[config.mk]
export PLATFORM = sky130hd
export DESIGN_NAME = xpin_irq_ctrl
export DESIGN_NICKNAME = d
export VERILOG_FILES = /design/src/rtl/xpin_pkg.sv /design/src/rtl/xpin_sync.sv /design/src/rtl/xpin_detect.sv /design/src/rtl/xpin_pin.sv /design/src/rtl/xpin_regs.sv /design/src/rtl/xpin_irq_ctrl.sv
export SDC_FILE = /design/constraint.sdc
export NUM_CORES = 1
export LEC_CHECK = 0
export CAP_MARGIN = 30
export CORE_MARGIN = 2
export CORE_UTILIZATION = 35
export CTS_CLUSTER_SIZE = 16
export DETAILED_ROUTE_END_ITERATION = 6
export HOLD_SLACK_MARGIN = 0.12
export PLACE_DENSITY = 0.71
export SLEW_MARGIN = 20
export SYNTH_ARGS = -nofsm -noshare
export SYNTH_HDL_FRONTEND = slang
export SYNTH_SLANG_ARGS = --single-unit
[constraint.sdc]
create_clock -name clk -period 1.19 [get_ports clk]
set_input_delay 0.119 -clock clk [delete_from_list [all_inputs] [get_ports clk]]
set_output_delay 0.119 -clock clk [all_outputs]
set_load 0.03 [all_outputs]
[src/rtl/xpin_pkg.sv]
package xpin_pkg;
   localparam int MAX_PINS = 8;
   localparam int FIELD_W  = 4;
   localparam int WORD_W   = 32;
   localparam int ADDR_W   = 3;

   typedef enum logic [FIELD_W-1:0] {
      SENSE_FALL = 4'd0,
      SENSE_RISE = 4'd1,
      SENSE_LOW  = 4'd2,
      SENSE_HIGH = 4'd3,
      SENSE_BOTH = 4'd4
   } sense_e;

   typedef enum logic [ADDR_W-1:0] {
      REG_SENSE = 3'd0,
      REG_PRIO  = 3'd1,
      REG_FLAG  = 3'd2,
      REG_MSET  = 3'd3,
      REG_MCLR  = 3'd4
   } reg_e;

   // pin 0 owns the most significant field of a 32-bit field word
   function automatic int field_lsb(input int pin);
      return (MAX_PINS - 1 - pin) * FIELD_W;
   endfunction
endpackage

[src/rtl/xpin_sync.sv]
module xpin_sync #(
   parameter int STAGES = 2
) (
   input  logic clk,
   input  logic rst_n,
   input  logic d_i,
   output logic q_o
);
   if (STAGES < 2) begin : g_bad_stages
      $error("xpin_sync: STAGES must be at least 2");
   end

   logic [STAGES-1:0] chain_q;

   always_ff @(posedge clk or negedge rst_n) begin
      if (!rst_n) chain_q <= '0;
      else        chain_q <= {chain_q[STAGES-2:0], d_i};
   end

   assign q_o = chain_q[STAGES-1];
endmodule

[src/rtl/xpin_detect.sv]
module xpin_detect
   import xpin_pkg::*;
(
   input  logic               clk,
   input  logic               rst_n,
   input  logic               lvl_i,
   input  logic [FIELD_W-1:0] mode_i,
   output logic               evt_o
);
   logic prev_q;

   always_ff @(posedge clk or negedge rst_n) begin
      if (!rst_n) prev_q <= 1'b0;
      else        prev_q <= lvl_i;
   end

   always_comb begin
      case (sense_e'(mode_i))
         SENSE_FALL: evt_o = prev_q & ~lvl_i;
         SENSE_RISE: evt_o = lvl_i & ~prev_q;
         SENSE_LOW:  evt_o = ~lvl_i;
         SENSE_HIGH: evt_o = lvl_i;
         SENSE_BOTH: evt_o = lvl_i ^ prev_q;
         default:    evt_o = 1'b0;
      endcase
   end
endmodule

[src/rtl/xpin_pin.sv]
module xpin_pin
   import xpin_pkg::*;
#(
   parameter int SYNC_STAGES = 2
) (
   input  logic               clk,
   input  logic               rst_n,
   input  logic               pin_i,
   input  logic [FIELD_W-1:0] mode_i,
   input  logic               drop_i,
   output logic               evt_o,
   output logic               req_o
);
   logic lvl;
   logic req_q;

   xpin_sync #(.STAGES(SYNC_STAGES)) u_sync (
      .clk   (clk),
      .rst_n (rst_n),
      .d_i   (pin_i),
      .q_o   (lvl)
   );

   xpin_detect u_detect (
      .clk    (clk),
      .rst_n  (rst_n),
      .lvl_i  (lvl),
      .mode_i (mode_i),
      .evt_o  (evt_o)
   );

   // a fresh event outranks a clearing write in the same cycle
   always_ff @(posedge clk or negedge rst_n) begin
      if (!rst_n) req_q <= 1'b0;
      else        req_q <= evt_o | (req_q & ~drop_i);
   end

   assign req_o = req_q;
endmodule

[src/rtl/xpin_regs.sv]
module xpin_regs
   import xpin_pkg::*;
#(
   parameter int NUM_PINS   = 8,
   parameter int FLAG_WIDTH = 8
) (
   input  logic                              clk,
   input  logic                              rst_n,
   input  logic                              wr_i,
   input  logic [ADDR_W-1:0]                 addr_i,
   input  logic [WORD_W-1:0]                 wdata_i,
   input  logic [NUM_PINS-1:0]               req_i,
   output logic [WORD_W-1:0]                 rdata_o,
   output logic [NUM_PINS-1:0][FIELD_W-1:0]  mode_o,
   output logic [NUM_PINS-1:0]               prio_on_o,
   output logic [NUM_PINS-1:0]               mask_o,
   output logic [NUM_PINS-1:0]               drop_o
);
   logic [NUM_PINS-1:0][FIELD_W-1:0] sense_q;
   logic [NUM_PINS-1:0][FIELD_W-1:0] prio_q;
   logic [NUM_PINS-1:0]              mask_q;
   logic [WORD_W-1:0]                sense_word;
   logic [WORD_W-1:0]                prio_word;
   logic [FLAG_WIDTH-1:0]            flag_word;

   always_ff @(posedge clk or negedge rst_n) begin
      if (!rst_n) begin
         sense_q <= '0;
         prio_q  <= '0;
         mask_q  <= '1;
      end else if (wr_i) begin
         for (int n = 0; n < NUM_PINS; n++) begin
            case (reg_e'(addr_i))
               REG_SENSE: sense_q[n] <= wdata_i[field_lsb(n) +: FIELD_W];
               REG_PRIO:  prio_q[n]  <= wdata_i[field_lsb(n) +: FIELD_W];
               REG_MSET:  if (wdata_i[FLAG_WIDTH-1-n]) mask_q[n] <= 1'b1;
               REG_MCLR:  if (wdata_i[FLAG_WIDTH-1-n]) mask_q[n] <= 1'b0;
               default: ;
            endcase
         end
      end
   end

   always_comb begin
      sense_word = '0;
      prio_word  = '0;
      flag_word  = '0;
      for (int n = 0; n < NUM_PINS; n++) begin
         sense_word[field_lsb(n) +: FIELD_W] = sense_q[n];
         prio_word[field_lsb(n) +: FIELD_W]  = prio_q[n];
         flag_word[FLAG_WIDTH-1-n]           = req_i[n];
         drop_o[n]    = wr_i && (addr_i == REG_FLAG) && !wdata_i[FLAG_WIDTH-1-n];
         prio_on_o[n] = |prio_q[n];
      end
   end

   always_comb begin
      case (reg_e'(addr_i))
         REG_SENSE: rdata_o = sense_word;
         REG_PRIO:  rdata_o = prio_word;
         REG_FLAG:  rdata_o = WORD_W'(flag_word);
         default:   rdata_o = '0;
      endcase
   end

   assign mode_o = sense_q;
   assign mask_o = mask_q;
endmodule

[src/rtl/xpin_irq_ctrl.sv]
module xpin_irq_ctrl
   import xpin_pkg::*;
#(
   parameter int NUM_PINS    = 8,
   parameter int FLAG_WIDTH  = 8,
   parameter int SYNC_STAGES = 2
) (
   input  logic                clk,
   input  logic                rst_n,
   input  logic [NUM_PINS-1:0] pin_i,
   input  logic                bus_wr,
   input  logic [ADDR_W-1:0]   bus_addr,
   input  logic [WORD_W-1:0]   bus_wdata,
   output logic [WORD_W-1:0]   bus_rdata,
   output logic [NUM_PINS-1:0] irq_o,
   output logic                irq_any_o
);
   if (NUM_PINS < 1 || NUM_PINS > MAX_PINS) begin : g_bad_pins
      $error("xpin_irq_ctrl: NUM_PINS out of range 1..8");
   end
   if (FLAG_WIDTH != 8 && FLAG_WIDTH != 32) begin : g_bad_flag
      $error("xpin_irq_ctrl: FLAG_WIDTH must be 8 or 32");
   end

   logic [NUM_PINS-1:0][FIELD_W-1:0] mode;
   logic [NUM_PINS-1:0]              prio_on;
   logic [NUM_PINS-1:0]              mask_vec;
   logic [NUM_PINS-1:0]              drop_vec;
   logic [NUM_PINS-1:0]              req_vec;
   logic [NUM_PINS-1:0]              evt_vec;

   xpin_regs #(.NUM_PINS(NUM_PINS), .FLAG_WIDTH(FLAG_WIDTH)) u_regs (
      .clk       (clk),
      .rst_n     (rst_n),
      .wr_i      (bus_wr),
      .addr_i    (bus_addr),
      .wdata_i   (bus_wdata),
      .req_i     (req_vec),
      .rdata_o   (bus_rdata),
      .mode_o    (mode),
      .prio_on_o (prio_on),
      .mask_o    (mask_vec),
      .drop_o    (drop_vec)
   );

   for (genvar n = 0; n < NUM_PINS; n++) begin : g_pin
      xpin_pin #(.SYNC_STAGES(SYNC_STAGES)) u_pin (
         .clk    (clk),
         .rst_n  (rst_n),
         .pin_i  (pin_i[n]),
         .mode_i (mode[n]),
         .drop_i (drop_vec[n]),
         .evt_o  (evt_vec[n]),
         .req_o  (req_vec[n])
      );
      assign irq_o[n] = req_vec[n] & ~mask_vec[n] & prio_on[n];
   end

   assign irq_any_o = |irq_o;
endmodule

==> results of run 1 <==
stage by stage:
step	worst slack, ns	std cells	utilization	setup TNS (ns)	hold WS (ns)
after floorplan	-0.243	404	-	-9.87	-0.177
after global placement	-0.776	747	0.504	-71.65	0.0574
after detailed placement	-0.790	747	0.504	-73.28	0.0583
after CTS	-0.894	790	0.591	-14.45	0.178
after global routing	-0.887	802	0.610	-17.03	0.184
final	-0.819	802	0.610	-13.43	0.189
repair_timing:
| item | in CTS | in global routing |
|---|---|---|
| hold buffers | 1 | 0 |
| endpoints found under the setup margin | 116 | 117 |
| pin swaps | 33 | 25 |
| cloned | 4 | 5 |
| endpoints found under the hold margin | 98 | 0 |
| setup buffers | 36 | 18 |
| resized for setup | 171 | 47 |
worst max path at each step:
stage / to / start
CTS: irq_any_o / u_regs.prio_q[22]$_DFFE_PN0P_
global placement: bus_rdata[3] / bus_addr[1]
floorplan: irq_any_o / u_regs.prio_q[10]$_DFFE_PN0P_
global route: irq_any_o / u_regs.prio_q[19]$_DFFE_PN0P_
finish: irq_any_o / u_regs.prio_q[27]$_DFFE_PN0P_
detailed placement: bus_rdata[3] / bus_addr[1]
layer usage:
| layer | track usage | vias to the layer above |
|---|---|---|
| li1 | - | 1887 |
| met1 | 0.255 | 2135 |
| met2 | 0.366 | 132 |
| met3 | 0.0404 | 33 |
| met4 | 0.0833 | 0 |
| met5 | 0 | - |
flip-flops by register name, indices dropped and copies added, names as in the netlist:
signal and count:
u_regs.prio_q 32, g_pin.u_pin.req_o 8, u_regs.mode_o 32, g_pin.u_pin.u_sync.chain_q 16, g_pin.u_pin.u_detect.prev_q 8, u_regs.mask_o 8
cells in the final DEF, fill, tap and decap left out, types with 4 or more instances in the layout:
cell type        instances
xnor2_1                  5
nor4_4                   7
nand2_1                 17
a22o_4                  19
clkbuf_16               13
mux2_4                  64
buf_8                    5
nand3_1                  9
mux2i_1                 12
nor2_1                  24
nor2_2                   8
a22o_1                   4
buf_4                   73
a31oi_1                  7
nor3b_2                  6
clkdlybuf4s50_1         40
o21ai_0                 16
inv_1                   14
a21oi_1                 13
ha_1                    13
nor3b_4                  4
o311ai_1                 5
dfrtp_1                 94
dfstp_2                  8
buf_12                  15
buf_6                   78
critical path, cell delays in order, from the launching register on:
cell and delay [ns]:
dfrtp_1 0.43, nor4_4 0.29, nor3b_2 0.12, nor4_4 0.32, buf_4 0.17, nand2_2 0.04
buf_6 0.15
power by group through the flow:
stage	logic, mW	registers, mW	clock network, mW
finish	3.90	4.89	3.28
global route	4.14	4.96	3.49
floorplan	1.66	4.65	0
detailed placement	3.07	4.75	0
CTS	3.67	4.80	3.34
global placement	2.99	4.72	0
cells by family after synthesis:
kind of cell | after synthesis | synth area share
DFF | 104 | 0.533
buffers and inverters | 36 | 0.0398
AOI/OAI and AO/OA | 72 | 0.0993
muxes | 80 | 0.180
adders and majority gates | 16 | 0.0408
and+or+nand+nor | 88 | 0.0924
xor gates and xnor gates | 8 | 0.0143
layout make-up:
| cell class | instances | area, sq um |
|---|---|---|
| clock buffers | 12 | 246 |
| clock inverters | 4 | 77.6 |
| fillers | 1061 | 5370 |
| inverters | 17 | 63.8 |
| multi-input cells | 264 | 2770 |
| flip-flops and latches | 104 | 2620 |
| well taps | 180 | 225 |
| repair buffers | 221 | 2410 |
==> flow_metrics.env, run 1 <==
export IMPL_routed_top_layer="met4"
export IMPL_drive_above_1_share=0.539
export IMPL_syn_avg_cell_area_sq_um=12.1
export IMPL_ys_seq_area_frac=0.533
export IMPL_path_max_fanout=2
export IMPL_final_setup_worst_slack_ns=-0.819
export IMPL_via_count=4187
export IMPL_fin_crit_ns=2.01
export IMPL_coreArea_sq_um=13800
export IMPL_portBuffers=86
export IMPL_wl_per_cell_um=19.9
export IMPL_power_per_cell_area_nw_per_um2=1440
export IMPL_finalCritPeriodShare=1.69
export IMPL_synth_top_area_cell="dfrtp_1"
export IMPL_clk_pin_slew_worst_paths_ns=0.07
export IMPL_syn_area_sq_um=4900
export IMPL_start_util=0.356
export IMPL_hold_viol_final=0
export IMPL_ys_seq_elements=104
export IMPL_fin_area_sq_um=8410
export IMPL_numCtsBuffers=9
export IMPL_routed_wl_met3_um=765
export IMPL_synth_common_cells="96 x dfrtp_1, 35 x mux2_2, 32 x mux2_1, 32 x nor2_1, 24 x a22o_1"
export IMPL_p_clk_frac=0.271
export IMPL_via_per_inst=5.22
export IMPL_dieArea_sq_um=15000
export IMPL_nNetsFinal=679
export IMPL_critical_path_class="flop to output pin"
export IMPL_p_leak_nw=3.86
export IMPL_p_int_mw=8.49
export IMPL_hold_start="pin_i[0]"
export IMPL_holdPathEnd="g_pin[0].u_pin.u_sync.chain_q[0]$_DFF_PN0_"
export IMPL_fp_dieH_um=122
export IMPL_htree_levels=3
export IMPL_relSlewSlack=0.731
export IMPL_areaGrowthSynthToFinish_pct=71.5
export IMPL_met1Wirelength_um=6660
export IMPL_setup_violations=71
export IMPL_io_pins=87
export IMPL_synth_edf_count=0
export IMPL_grt_usage=0.210
export IMPL_synth_fp_nets=466
export IMPL_yosysMostFrequentCell="dfrtp_1"
export IMPL_antenna_found_initial=0
export IMPL_wl_met2_um=8150
export IMPL_fmax_ghz=0.498
export IMPL_cts_tree="built"
export IMPL_grt_pass1_wl_um=23600
export IMPL_async_flop_share=1.00
export IMPL_reg2reg_setup_slack_ns=-0.04
export IMPL_synthTopCellsByArea="dfrtp_1 49%, mux2_2 8.0%, mux2_1 7.4%"
export IMPL_rows=43
export IMPL_yosys_most_used_dff="dfrtp_1"
export IMPL_swShare=0.297
export IMPL_drt_pass1_iter_count=4
export IMPL_slew_violations=0
export IMPL_overflow=0
export IMPL_detail_route_wirelength_um=15900
export IMPL_seq_power_share=0.406
export IMPL_gp_congestion=0.850
export IMPL_end_kind="output pin"
export IMPL_fin_skew_ns=0.00573
export IMPL_n_antenna_cell=0
export IMPL_synth_top_area_share=0.490
export IMPL_detail_route_iter0_violations=391
export IMPL_hpwl_um=9890
export IMPL_net_switching_power_mw=3.58
export IMPL_cts_sinks=104
export IMPL_tightest_slew_ns=0.402
export IMPL_cts_root_to_sink_buffers=2
export IMPL_ys_warn_count=0
export IMPL_power_mw=12.1
export IMPL_rsz0062_at_grt="true"
export IMPL_ant_nets=0
export IMPL_netlist_instances=404
export IMPL_cts_root_buf="clkbuf_16"
export IMPL_status="finished, violations left"
export IMPL_grt_max_degree=33
export IMPL_grt_pass1_vias=4461
export IMPL_placed_area_sq_um=6950
export IMPL_maxCapViolations=0
export IMPL_die_w_um=122
export IMPL_p_comb_frac=0.323
export IMPL_critPathLaunchType="flop"
export IMPL_synth_cell_type_count=33
export IMPL_timing_rr_start="g_pin[7].u_pin.u_sync.chain_q[1]$_DFF_PN0_"
export IMPL_crit_arrival_ns=1.89
export IMPL_hp_class="input port to flop"
export IMPL_hold_path_depth=1
export IMPL_drcViolationCount=0
export IMPL_reg2reg_depth=6
export IMPL_r2r_end="g_pin[7].u_pin.req_o$_DFF_PN0_"
export IMPL_required_ns=1.07
export IMPL_ir_drop_mv=0.781
export IMPL_insertion_delay_ns=0.36
export IMPL_violations="setup timing"
Note: power is estimated with default switching activity, not from simulation.
==> inputs of run 2 (changes only) <==
--- a/config.mk
+++ b/config.mk
@@ -6,12 +6,14 @@
 export NUM_CORES = 1
 export LEC_CHECK = 0
 export CAP_MARGIN = 30
+export CELL_PAD_IN_SITES_DETAIL_PLACEMENT = 0
+export CELL_PAD_IN_SITES_GLOBAL_PLACEMENT = 1
 export CORE_MARGIN = 2
 export CORE_UTILIZATION = 35
 export CTS_CLUSTER_SIZE = 16
 export DETAILED_ROUTE_END_ITERATION = 6
 export HOLD_SLACK_MARGIN = 0.12
-export PLACE_DENSITY = 0.71
+export PLACE_DENSITY = 0.83
 export SLEW_MARGIN = 20
 export SYNTH_ARGS = -nofsm -noshare
 export SYNTH_HDL_FRONTEND = slang
==> run 2 against run 1 <==
  * The flow still finishes with violations (setup timing)
  * Worst hold slack better by 0.0097 ns
  * Critical endpoint unchanged
  * Clock-buffer cell count is 3 lower
  * Flip-flop and latch count stayed put
==> flow_metrics.env, run 2 (synthesis results as in run 1) <==
export IMPL_required_ns=1.07
export IMPL_n_antenna_cell=0
export IMPL_hold_ws_ns=0.198
export IMPL_tightest_slew_ns=0.410
export IMPL_coreArea_sq_um=13800
export IMPL_clk_pin_slew_worst_paths_ns=0.07
export IMPL_final_cell_mix="92 x dfrtp_1, 78 x buf_6, 73 x buf_4, 65 x mux2_4, 40 x clkdlybuf4s50_1"
export IMPL_areaGrowthSynthToFinish_pct=70.5
export IMPL_rsz0062_at_grt="true"
export IMPL_status="finished, violations left"
export IMPL_gp_congestion=0.847
export IMPL_post_place_cells=749
export IMPL_cts_root_buf="clkbuf_16"
export IMPL_hold_viol_final=0
export IMPL_drcViolationCount=0
export IMPL_hpwl_um=9710
export IMPL_numCtsBuffers=9
export IMPL_via_per_inst=5.25
export IMPL_antenna_found_initial=0
export IMPL_utilization=0.607
export IMPL_fmax_ghz=0.515
export IMPL_finalCritPeriodShare=1.63
export IMPL_tns_ns=-14.57
export IMPL_cts_tree="built"
export IMPL_startpoint="u_regs.prio_q[20]$_DFFE_PN0P_"
export IMPL_maxCapViolations=0
export IMPL_grt_pass1_wl_um=24400
export IMPL_critPathLaunchType="flop"
export IMPL_layout_commonest_cell="dfrtp_1"
export IMPL_fin_skew_ns=0.00951
export IMPL_via_count=4201
export IMPL_setup_violations=95
export IMPL_nNetsFinal=677
export IMPL_io_pins=87
export IMPL_final_setup_worst_slack_ns=-0.753
export IMPL_end_kind="output pin"
export IMPL_hp_class="input port to flop"
export IMPL_cts_root_to_sink_buffers=2
export IMPL_ir_drop_mv=0.671
export IMPL_wl_met2_um=8160
export IMPL_dieArea_sq_um=15000
export IMPL_insertion_delay_ns=0.36
export IMPL_detail_route_wirelength_um=15800
export IMPL_routed_top_layer="met4"
export IMPL_timing_rr_start="g_pin[1].u_pin.u_sync.chain_q[1]$_DFF_PN0_"
export IMPL_cts_sinks=104
export IMPL_power_per_cell_area_nw_per_um2=1410
export IMPL_routed_wl_met3_um=590
export IMPL_die_w_um=122
export IMPL_met1Wirelength_um=6680
export IMPL_ant_nets=0
export IMPL_detail_route_iter0_violations=267
export IMPL_relSlewSlack=0.727
export IMPL_nFillCells=1055
export IMPL_slew_violations=0
export IMPL_portBuffers=86
export IMPL_grt_max_degree=29
export IMPL_start_util=0.356
export IMPL_instances_no_fill=800
export IMPL_overflow=0
export IMPL_critical_path_class="flop to output pin"
export IMPL_drt_pass1_iter_count=4
export IMPL_path_max_fanout=3
export IMPL_crit_arrival_ns=1.82
export IMPL_rows=43
export IMPL_fin_crit_ns=1.94
export IMPL_grt_pass1_vias=4669
export IMPL_grt_usage=0.217
export IMPL_hold_start="pin_i[5]"
export IMPL_drive_above_1_share=0.550
export IMPL_p_leak_nw=3.84
export IMPL_violations="setup timing"
export IMPL_htree_levels=3
export IMPL_wl_per_cell_um=19.8
export IMPL_fp_dieH_um=122
==> run 2: final timing paths <==
path | depth (start not counted) | endpoint | slack (ns)
setup / recovery | 6 | irq_any_o | -0.75
hold / removal | 1 | g_pin[5].u_pin.u_sync.chain_q[0]$_DFF_PN0_ | 0.20
setup reg to reg | 5 | g_pin[1].u_pin.req_o$_DFF_PN0_ | -0.06
hold reg to reg | 0 | g_pin[3].u_pin.u_sync.chain_q[1]$_DFF_PN0_ | 0.35
max in group asynchronous | 3 | u_regs.mask_o[2]$_DFFE_PN1P_ | 0.38
min in group asynchronous | 2 | g_pin[2].u_pin.u_sync.chain_q[0]$_DFF_PN0_ | 0.23
==> run 2: timing repair <==
action / in CTS / in global routing
hold buffers: 1 / 0
gates resized for setup: 163 / 42
gates cloned: 8 / 2
endpoints found under the hold margin: 99 / 0
pin swaps: 29 / 24
endpoints found under the setup margin: 121 / 113
buffers inserted: 30 / 18
==> run 2: metal layers <==
metal  GRT usage  vias to the layer above
met5           0                        -
met3      0.0372                       31
met4      0.0805                        0
met1       0.261                     2161
met2       0.389                      120
li1            -                     1889
==> run 2: area by class of cell <==
type | instances | area, sq um | share of cell area
clock buffer | 9 | 225 | 0.0269
timing repair buffer | 219 | 2390 | 0.286
clock inverter | 7 | 70.1 | 0.00838
sequential | 104 | 2620 | 0.313
tap | 180 | 225 | 0.0269
multi-input combinational | 264 | 2770 | 0.331
inverter | 17 | 63.8 | 0.00763
==> run 2: worst max-delay path: stages (launching register included) <==
cell and delay, ns:
dfrtp_1 0.43, nor4_4 0.28, nor3b_2 0.09, nor4_2 0.29, buf_4 0.17, nand2_4 0.05, buf_6 0.15
==> run 2: per-stage QoR <==
stage | cell area, sq um | power [mW] | setup slack, ns
detailed placement | 6940 | 7.80 | -0.849
global placement | 6940 | 7.68 | -0.754
global route | 8360 | 12.3 | -0.821
floorplan | 5280 | 6.31 | -0.243
finish | 8360 | 11.8 | -0.753
CTS | 8210 | 11.5 | -0.824
==> run 2: power breakdown <==
group          switching (mW)  internal, mW  total, mW  leakage (nW)
clock                    1.37          1.64       3.01         0.146
combinational            1.50          2.41       3.90          2.49
sequential              0.736          4.15       4.89          1.20
==> inputs of run 3 (changes only) <==
--- a/config.mk
+++ b/config.mk
@@ -9,11 +9,11 @@
 export CELL_PAD_IN_SITES_DETAIL_PLACEMENT = 0
 export CELL_PAD_IN_SITES_GLOBAL_PLACEMENT = 1
 export CORE_MARGIN = 2
-export CORE_UTILIZATION = 35
+export CORE_UTILIZATION = 30
 export CTS_CLUSTER_SIZE = 16
 export DETAILED_ROUTE_END_ITERATION = 6
 export HOLD_SLACK_MARGIN = 0.12
-export PLACE_DENSITY = 0.83
+export PLACE_DENSITY = 0.74
 export SLEW_MARGIN = 20
 export SYNTH_ARGS = -nofsm -noshare
 export SYNTH_HDL_FRONTEND = slang
==> run 3 against run 2 <==
  * Sequential share of layout area down 0.91 points
  * Critical endpoint unchanged
  * Highest routed layer unchanged
  * Clock skew grew 0.0035 ns
  * Flip-flop and latch count is the same
  * Sequential power down 2%
  * Final cell count is 7.4% higher
  * Largest power group unchanged
  * Maximum frequency shrank 1.5%
  * The run still ends with setup timing left
  * Non-clock buffer count up 24
==> flow_metrics.env, run 3 (synthesis results as in run 1) <==
export IMPL_status="finished, violations left"
export IMPL_violations="setup timing"
export IMPL_die_w_um=132
export IMPL_utilization=0.539
export IMPL_detail_route_wirelength_um=15400
export IMPL_detail_route_iter0_violations=124
export IMPL_power_mw=12.2
export IMPL_fmax_ghz=0.507
export IMPL_tightest_slew_ns=0.358
export IMPL_hpwl_um=9930
export IMPL_start_util=0.307
export IMPL_path_max_fanout=2
export IMPL_dieArea_sq_um=17400
export IMPL_cts_tree="built"
export IMPL_grt_max_degree=43
export IMPL_relSlewSlack=0.761
export IMPL_final_cell_mix="96 x dfrtp_1, 93 x buf_4, 81 x buf_6, 65 x mux2_4, 41 x clkdlybuf4s50_1"
export IMPL_final_setup_worst_slack_ns=-0.782
export IMPL_critical_path_class="flop to output pin"
export IMPL_crit_top_cell="nor4_2"
export IMPL_grt_usage=0.181
export IMPL_drive_above_1_share=0.563
export IMPL_io_pins=87
export IMPL_crit_family="simple AND/OR/NAND/NOR gates"
export IMPL_required_ns=1.07
export IMPL_overflow=0
export IMPL_setup_violations=96
export IMPL_maxCapViolations=0
export IMPL_via_per_inst=4.76
export IMPL_ir_drop_mv=1.18
export IMPL_nNetsFinal=701
export IMPL_crit_arrival_ns=1.85
export IMPL_coreArea_sq_um=15900
export IMPL_cts_root_buf="clkbuf_16"
export IMPL_areaGrowthSynthToFinish_pct=75.3
export IMPL_clk_pin_slew_worst_paths_ns=0.07
export IMPL_finalCritPeriodShare=1.66
export IMPL_n_antenna_cell=0
export IMPL_fin_crit_ns=1.97
export IMPL_fin_skew_ns=0.0130
export IMPL_nFillCells=1303
export IMPL_via_count=4093
export IMPL_crit_path_max_incr_delay_ns=0.39
export IMPL_rsz0062_at_grt="true"
export IMPL_portBuffers=86
export IMPL_layout_commonest_cell="dfrtp_1"
export IMPL_rows=46
export IMPL_power_per_cell_area_nw_per_um2=1420
export IMPL_critPathLaunchType="flop"
export IMPL_p_leak_nw=3.95
export IMPL_hold_viol_final=0
export IMPL_cts_sinks=104
export IMPL_wl_per_cell_um=17.9
export IMPL_hold_ws_ns=0.200
export IMPL_reg2reg_setup_slack_ns=-0.05
export IMPL_ant_nets=0
export IMPL_drt_pass1_iter_count=4
export IMPL_drcViolationCount=0
export IMPL_grt_pass1_wl_um=24800
export IMPL_grt_pass1_vias=4510
export IMPL_path_buf_inv=2
export IMPL_cp_slowest_cell="dfrtp_1"
export IMPL_insertion_delay_ns=0.35
export IMPL_cts_root_to_sink_buffers=2
export IMPL_numCtsBuffers=9
export IMPL_fp_dieH_um=132
export IMPL_end_kind="output pin"
export IMPL_antenna_found_initial=0
export IMPL_tns_ns=-16.13
export IMPL_gp_congestion=0.851
export IMPL_slew_violations=0
export IMPL_path_cells="nor4_2, nor3b_2, nor4_2, buf_4, nand2_2, buf_6"
export IMPL_hp_class="input port to flop"
export IMPL_htree_levels=3
==> run 3: changes by cell type in the layout (fill, tap and decap cells not counted), sizes merged <==
cell,delta
buf,+26
dlygate4sd2,-1
clkdlybuf4s50,+1
clkinv,-3
inv,-1
bufinv,+1
==> run 3: routing by layer <==
metal,vias up,wire length (um),GRT usage
met2,87,7660,0.303
met3,18,589,0.0392
met4,0,206,0.0453
met1,2062,6940,0.239
li1,1926,-,-
met5,-,0,0
==> run 3: through the flow <==
| step | std cells | area [sq um] | setup slack (ns) |
|---|---|---|---|
| floorplan | 404 | 5280 | -0.243 |
| global placement | 802 | 7160 | -0.992 |
| detailed placement | 802 | 7160 | -0.951 |
| CTS | 861 | 8620 | -0.839 |
| global route | 859 | 8590 | -0.828 |
| finish | 859 | 8590 | -0.782 |
==> run 3: layout make-up <==
class / instances / area (sq um) / area share
clock buffer: 11 / 243 / 0.0283
clock inverter: 4 / 76.3 / 0.00888
inverter: 17 / 63.8 / 0.00743
multi-input combinational: 264 / 2760 / 0.322
sequential: 104 / 2610 / 0.304
tap: 216 / 270 / 0.0315
timing repair buffer: 243 / 2560 / 0.298
==> run 3: power by group <==
group,switching [mW],internal [mW]
Clock,1.36,1.90
Sequential,0.631,4.14
Combinational,1.56,2.57
==> run 3: repair_timing <==
| item | CTS | global route |
|---|---|---|
| gates cloned | 9 | 0 |
| endpoints found under the setup margin | 119 | 113 |
| resized for setup | 178 | 48 |
| pin swaps | 37 | 32 |
| setup buffers | 50 | 19 |
| endpoints found under the hold margin | 96 | 0 |
| hold buffers | 1 | 0 |
==> run 3: final timing paths <==
check,from,endpoint,depth (start not counted)
worst max-delay path,u_regs.prio_q[10]$_DFFE_PN0P_,irq_any_o,6
worst min-delay path,pin_i[5],g_pin[5].u_pin.u_sync.chain_q[0]$_DFF_PN0_,1
worst max register to register,g_pin[4].u_pin.u_detect.prev_q$_DFF_PN0_,g_pin[4].u_pin.req_o$_DFF_PN0_,6
worst min register to register,g_pin[0].u_pin.u_sync.chain_q[0]$_DFF_PN0_,g_pin[0].u_pin.u_sync.chain_q[1]$_DFF_PN0_,0
max in group asynchronous,rst_n,u_regs.mask_o[2]$_DFFE_PN1P_,3
min in group asynchronous,rst_n,g_pin[6].u_pin.u_detect.prev_q$_DFF_PN0_,2
